<file path="src/rtl/opaddr_gen.sv">
module opaddr_gen #(
  parameter logic [15:0] SHORT_BASE = 16'hFF00,
  parameter logic [15:0] VEC_BASE   = 16'hFFDE
) (
  input  logic        clk,
  input  logic        rst_n,
  input  logic        start,
  input  logic [3:0]  mode,
  input  logic [7:0]  op_lo,
  input  logic [7:0]  op_hi,
  input  logic [7:0]  idx_x,
  input  logic [7:0]  idx_y,
  input  logic        dp_sel,
  input  logic [15:0] pc,
  output logic        done,
  output logic [15:0] ea,
  output logic        x_inc,
  output logic        mem_req,
  output logic [15:0] mem_addr,
  input  logic [7:0]  mem_data
);
  localparam logic [3:0] M_DP = 4'd0, M_DPX = 4'd1, M_DPY = 4'd2, M_ABS = 4'd3,
                         M_ABSX = 4'd4, M_ABSY = 4'd5, M_IX = 4'd6, M_IXP = 4'd7,
                         M_IDXI = 4'd8, M_INDI = 4'd9, M_REL = 4'd10,
                         M_SCALL = 4'd11, M_TCALL = 4'd12;

  typedef enum logic [1:0] {S_IDLE, S_LO, S_HI, S_FIN} state_t;
  state_t st;

  logic [15:0] a_lo, a_hi, direct_ea, p_lo, p_hi, abs_w, vec;
  logic [7:0]  add_y, ptr_lo, off_x, off_x1, off_y, lo1;
  logic        need_mem;

  assign abs_w  = {op_hi, op_lo};
  assign off_x  = op_lo + idx_x;
  assign off_x1 = off_x + 8'd1;
  assign off_y  = op_lo + idx_y;
  assign lo1    = op_lo + 8'd1;
  assign vec    = VEC_BASE - {11'd0, op_lo[7:4], 1'b0};
  assign need_mem = (mode == M_IDXI) || (mode == M_INDI) || (mode == M_TCALL);

  always_comb begin
    case (mode)
      M_DP:    direct_ea = {7'd0, dp_sel, op_lo};
      M_DPX:   direct_ea = {7'd0, dp_sel, off_x};
      M_DPY:   direct_ea = {7'd0, dp_sel, off_y};
      M_ABSX:  direct_ea = abs_w + {8'd0, idx_x};
      M_ABSY:  direct_ea = abs_w + {8'd0, idx_y};
      M_IX,
      M_IXP:   direct_ea = {7'd0, dp_sel, idx_x};
      M_REL:   direct_ea = pc + {{8{op_lo[7]}}, op_lo};
      M_SCALL: direct_ea = SHORT_BASE + {8'd0, op_lo};
      default: direct_ea = abs_w;
    endcase
  end

  always_comb begin
    case (mode)
      M_IDXI: begin
        p_lo = {7'd0, dp_sel, off_x};
        p_hi = {7'd0, dp_sel, off_x1};
      end
      M_INDI: begin
        p_lo = {7'd0, dp_sel, op_lo};
        p_hi = {7'd0, dp_sel, lo1};
      end
      default: begin
        p_lo = vec;
        p_hi = vec + 16'd1;
      end
    endcase
  end

  assign mem_req  = (st == S_LO) || (st == S_HI);
  assign mem_addr = (st == S_HI) ? a_hi : a_lo;

  always_ff @(posedge clk) begin
    if (!rst_n) begin
      st     <= S_IDLE;
      done   <= 1'b0;
      x_inc  <= 1'b0;
      ea     <= 16'd0;
      a_lo   <= 16'd0;
      a_hi   <= 16'd0;
      add_y  <= 8'd0;
      ptr_lo <= 8'd0;
    end else begin
      done  <= 1'b0;
      x_inc <= 1'b0;
      case (st)
        S_IDLE: if (start) begin
          if (need_mem) begin
            a_lo  <= p_lo;
            a_hi  <= p_hi;
            add_y <= (mode == M_INDI) ? idx_y : 8'd0;
            st    <= S_LO;
          end else begin
            ea    <= direct_ea;
            done  <= 1'b1;
            x_inc <= (mode == M_IXP);
          end
        end
        S_LO: st <= S_HI;
        S_HI: begin
          ptr_lo <= mem_data;
          st     <= S_FIN;
        end
        default: begin
          ea   <= {mem_data, ptr_lo} + {8'd0, add_y};
          done <= 1'b1;
          st   <= S_IDLE;
        end
      endcase
    end
  end
endmodule

</file>
<file path="config.mk">
export PLATFORM = sky130hd
export DESIGN_NAME = opaddr_gen
export DESIGN_NICKNAME = d
export VERILOG_FILES = /design/src/rtl/opaddr_gen.sv
export SDC_FILE = /design/constraint.sdc
export NUM_CORES = 1
export LEC_CHECK = 0
export ABC_AREA = 1
export BUFFER_PORTS_ARGS = -buffer_cell sky130_fd_sc_hd__buf_2
export CAP_MARGIN = 10
export CORE_MARGIN = 2
export CORE_UTILIZATION = 55
export DETAILED_ROUTE_END_ITERATION = 10
export PLACE_DENSITY_LB_ADDON = 0.1
export SYNTH_ARGS = -nofsm -noshare
export SYNTH_HDL_FRONTEND = slang
export SYNTH_SLANG_ARGS = --single-unit
</file>
<file path="constraint.sdc">
create_clock -name clk -period 6.35 [get_ports clk]
set_input_delay 0.9525 -clock clk [delete_from_list [all_inputs] [get_ports clk]]
set_output_delay 0.9525 -clock clk [all_outputs]
set_load 0.05 [all_outputs]
</file>
Yosys cells after proc, flatten, opt, wreduce, memory -nomap -nowiden
Index checks and enable logic that the tools add are counted.
{"block": "word_totals", "out_inout_bits": 35, "register_bits": 68, "wordCells": 64}
{"block": "op_classes", "reduce_logical": 11, "add_sub_neg": 11, "eq_ne": 16, "n_mux": 14, "bitwise_logic": 4}
{"op": "16-bit one-hot mux with 8 select lines", "count": 1}
{"op": "16-bit one-hot mux with 2 select lines", "count": 3}
{"op": "16-bit by 8-bit adder with 16-bit output", "count": 3}
{"op": "16-bit 2-to-1 mux", "count": 3}
{"op": "4-bit == test (second input constant)", "count": 5}
{"op": "16-bit adder", "count": 1}
{"op": "8-bit by 1-bit adder with 8-bit output (second input constant)", "count": 2}
{"op": "8-bit adder", "count": 2}
{"op": "4-bit by 3-bit == test with 1-bit output (second input constant)", "count": 4}
{"op": "9-bit by 9-bit adder with 10-bit output (first input constant)", "count": 1}
{"op": "8-bit by 2-bit adder with 9-bit output (second input constant)", "count": 1}
{"op": "8-bit 2-to-1 mux", "count": 1}
{"op": "7-bit by 6-bit subtractor with 8-bit output (first input constant)", "count": 1}
{"op": "2-bit != test (second input constant)", "count": 3}
{"op": "2-bit one-hot mux with 3 select lines", "count": 1}
{"op": "3-bit AND reduction", "count": 2}
{"op": "4-bit by 1-bit == test with 1-bit output (second input constant)", "count": 1}
{"op": "4-bit by 2-bit == test with 1-bit output (second input constant)", "count": 1}
{"op": "4-bit zero test", "count": 1}
{"op": "2-bit 2-to-1 mux", "count": 2}
{"op": "1-bit NOT", "count": 4}
{"op": "2-bit OR reduction", "count": 2}
{"op": "4-bit OR reduction", "count": 1}
{"op": "1-bit logical OR", "count": 3}
{"op": "6 further kinds", "count": 7}

Longest topological paths before layout
{"block": "logic_depth", "word_depth": 6, "depth_mapped": 21, "depth_no_buf": 20}

Least setup slack after synthesis
OpenSTA, ideal clock, no wires.
{"block": "synth_timing", "path_kind": "input -> register", "startpoint": "input port mode[3]", "endpoint": "register ea[9]", "path_slack_ns": 3.245, "arrival_ns": 2.996, "path_buffers": 1, "cell_stages": 19, "path_cell_list": "inv_2 nand2_1 inv_1 nand2_1 buf_2 mux2_2 ha_1 nand2_1 inv_1 a21oi_1 nand2_1 nand2_1 nand3b_1 nand3_1 nand3_1 nand2_1 nand3_1 nand2_1 inv_1"}
{"block": "synth_between", "elab_chain_len": 6}
{"item": "start: declaration", "line_no": "8", "rtl": "input logic [3:0] mode,"}
{"item": "4-bit by 3-bit == test with 1-bit output", "line_no": "43", "rtl": "case (mode)"}
{"item": "2-bit OR reduction", "line_no": "43"}
{"item": "16-bit one-hot mux with 8 select lines", "line_no": "43"}
{"item": "16-bit 2-to-1 mux", "line_no": "92", "rtl": "if (need_mem) begin"}
{"item": "16-bit 2-to-1 mux", "line_no": "91", "rtl": "S_IDLE: if (start) begin"}
{"item": "16-bit one-hot mux with 2 select lines", "line_no": "90", "rtl": "case (st)"}
{"item": "end signal: assignment", "line_no": "98", "rtl": "ea <= direct_ea;"}
{"item": "end signal: assignment", "line_no": "109", "rtl": "ea <= {mem_data, ptr_lo} + {8'd0, add_y};"}
{"item": "end: declaration", "line_no": "16", "rtl": "output logic [15:0] ea,"}
Parallel ways exist; a longest one is shown, timed or not. The select of a mux whose other input is x is not followed.
A chain may end at the register's enable or synchronous reset.

Final worst setup path
{"block": "layout_timing", "startpoint": "input port mode[3]", "endpoint": "register ea[11]"}
The elaborated chain is that of the path after synthesis.

==> run summary <==
post-synthesis sequential area ratio: 18.32%
H-tree Lvls: 2
share of layout cells above drive strength 1: 12.86%
post-synth top area share: 18.32%
syn_area_per_cell: 5.934 um2
count of max-cap constraint violations: 0
hold depth: 2
Area Growth Syn to Fin: 10.47%
CP startpoint kind: input pin
cell accounting for the most synthesized area: dfxtp_1
I/O pin total: 99
Hold Path End: ea[1]
Leakage: 3.537 nW
Setup TNS: 0 ns
most common cell in the netlist: nand2_1
Data arrival, critical path: 3.58 ns
Setup Skew: 0.01390 ns
Crit. Startpoint: mode[3]
final hold vios: 0
Power Total: 1.719 mW
# nets final: 1206
Final min period: 3.350 ns
buffers added on ports: 98
diode count: 0
maximum VDD drop: 0.2719 mV
routed len/inst: 14.80 um
unrepaired setup endpoints after global routing: no
CTS Hold Buffers Added: 0
post-placement setup slack: 2.733 ns
DR vias/cell: 5.534
Initial Utilization: 55.94%
max-slew violation count: 0
via count: 6801
yosys warns: 0
drt drc: 0
GP Congestion: 0.9994
fillers: 1125
number of synthesized flops with an enable pin: 0
Yosys cell types: 42
Resized cells post-CTS: 0
Synth Instances: 1013
Die H: 108.5 um
Worst path slowest cell: mux2_2
chip width: 108.5 um
synthesized area: 6011 um2
vias in the first global route: 6127
worst r2r src: st[0]
# clock sinks: 55
largest net degree at the start of global routing: 33
syn_nets: 1131
CTS tree: done
clock tree buffer depth: 2
initial antenna violation count: 0
worst min-delay path category: reg2reg
first-pass GRT wire length: 29610 um
top cells by count, synth: nand2_1 (277), inv_1 (128), nand3_1 (101)
FF/Latch Area: 1101 um2
CTS buffer count: 5
DRT iter0 DRCs: 520
final-report setup violation count: 0
fraction of registers with async set/reset: 0%
clock slew at reported path FFs: 0.10 ns
critical path class: in2reg
synth top area cells: dfxtp_1 (18%), nand2_1 (17%), ha_1 (10%)
DIE AREA: 11780 um2
Yosys reg bits: 55
ys flop type: dfxtp_1
multi-input logic area: 4252 um2
Worst path most repeated cell: nand2_1
end of the worst register-to-register path: a_hi[0]
postcts setup bufs: 0
Detail Route Antenna Nets: 0
worst path bufs/invs: 4
highest clock rate: 0.2985 GHz
Worst-Margin Slew: 0.9232 ns
GRT Total Usage: 31.95%
Hold Startpoint: ea[1]
pwr dens: 258.9 nW/um2
first-pass detailed-route iteration total: 6
CP delay by family, top: simple AND/OR/NAND/NOR gates
crit share post-route: 52.76%
Cell Chain, Critical Path: buf_2 > inv_2 > nand2_1 > inv_1 > nand2_1 > mux2_2 > ha_1 > or2_2 > nand3_1 > nand2_1 > nand2_1 > nand3b_1 > nand3_1 > nand3_1 > nand2_1 > nand3_1 > nand2_1 > inv_1
CP required: 6.58 ns
Root Driver: clkbuf_8
core region area: 10750 um2
crit-path max cell delay: 0.39 ns
flop2flop setup slack: 3.68 ns
Cell Rows: 38
Register-to-Register Path Depth: 9
CP max FO: 12
worst skew pair latency: 0.32 ns
total gr overflow: 0
status: finished clean
Routed WL: 18190 um
final setup margin: 3.000 ns
Setup crit end kind: flop
hpwl dp: 14370 um
Max transition margin: 38.45%
[layer usage]
layer / part of all wire [%] / wire [um] / track usage [%] / vias to the layer above
met4: 3.8 / 689 / 12.18 / 0
met1: 44 / 8073 / 42.63 / 3005
li1: - / - / - / 3499
met3: 7.3 / 1325 / 4.581 / 48
met2: 45 / 8098 / 52.10 / 249
met5: 0 / 0 / 0 / -
[state kept, by name (all words and copies together), names as in the netlist]
signal and cells:
a_hi 9, a_lo 10, add_y 8, done 1
ea 16, ptr_lo 8, st 2, x_inc 1
[power breakdown]
part | total, mW | switching (mW) | leakage (nW) | internal, mW
clock network | 0.243 | 0.124 | 0.0548 | 0.119
logic | 1.01 | 0.725 | 3.03 | 0.286
registers | 0.466 | 0.0435 | 0.450 | 0.423
[cells in the final DEF (no fill, tap or decap), drive strengths merged]
cell	n
a21o	5
clkinvlp	1
a31o	1
and2	5
a211oi	1
o21bai	2
a21oi	93
a31oi	7
inv	134
bufinv	1
fa	5
nand3b	16
nor2	88
buf	99
a221oi	1
xor2	6
nor3	4
a22oi	1
mux2	4
or2	4
o2111ai	1
ha	49
dfxtp	55
a41oi	1
nand3	103
o21a	2
nand2	285
clkbuf	5
xnor2	6
o211ai	1
o21ai	85
o211a	1
nand4	17
[worst max-delay path by stage]
stage                  end  slack (ns)  cells past startpoint
2_1_floorplan        ea[9]        3.24                     19
3_3_place_gp        ea[15]        2.76                     18
3_5_place_dp        ea[10]        2.73                     19
4_1_cts        mem_addr[6]        3.01                      5
5_1_grt              ea[8]        2.71                     19
6_report            ea[11]        3.00                     18
[worst min-delay path, stage by stage (launching register included)]
cell and delay [ns]:
dfxtp_1 0.32, nand2_1 0.06, a21oi_1 0.05
[layout make-up]
class | count | share of cell area [%]
sequential | 55 | 16.58
tap | 140 | 2.638
timing repair buffer | 99 | 7.500
clock inverter | 3 | 0.6972
multi-input combinational | 794 | 64.03
inverter | 133 | 7.518
clock buffer | 5 | 1.036
[metrics by stage]
stage | utilization (%) | cells | hold WS [ns] | instance area, um2
2_1_floorplan | - | 1013 | 0.4454 | 6011
3_3_place_gp | 60.72 | 1221 | 0.4547 | 6525
5_1_grt | 61.80 | 1229 | 0.5001 | 6640
6_report | 61.80 | 1229 | 0.4665 | 6640
3_5_place_dp | 60.72 | 1221 | 0.4548 | 6525
4_1_cts | 61.80 | 1229 | 0.4712 | 6640
[cell families (layout without fill, tap and decap cells)]
| group | Yosys count | after routing | synth area share (%) |
|---|---|---|---|
| simple gates | 522 | 522 | 38.38 |
| compound gates | 202 | 202 | 17.99 |
| buf+inv | 164 | 240 | 10.95 |
| flops | 55 | 55 | 18.32 |
| fa+ha+maj | 54 | 54 | 11.87 |
| xor+xnor | 12 | 12 | 1.749 |
| mux | 4 | 4 | 0.7493 |
No activity file was read; power rests on OpenSTA's default activity.
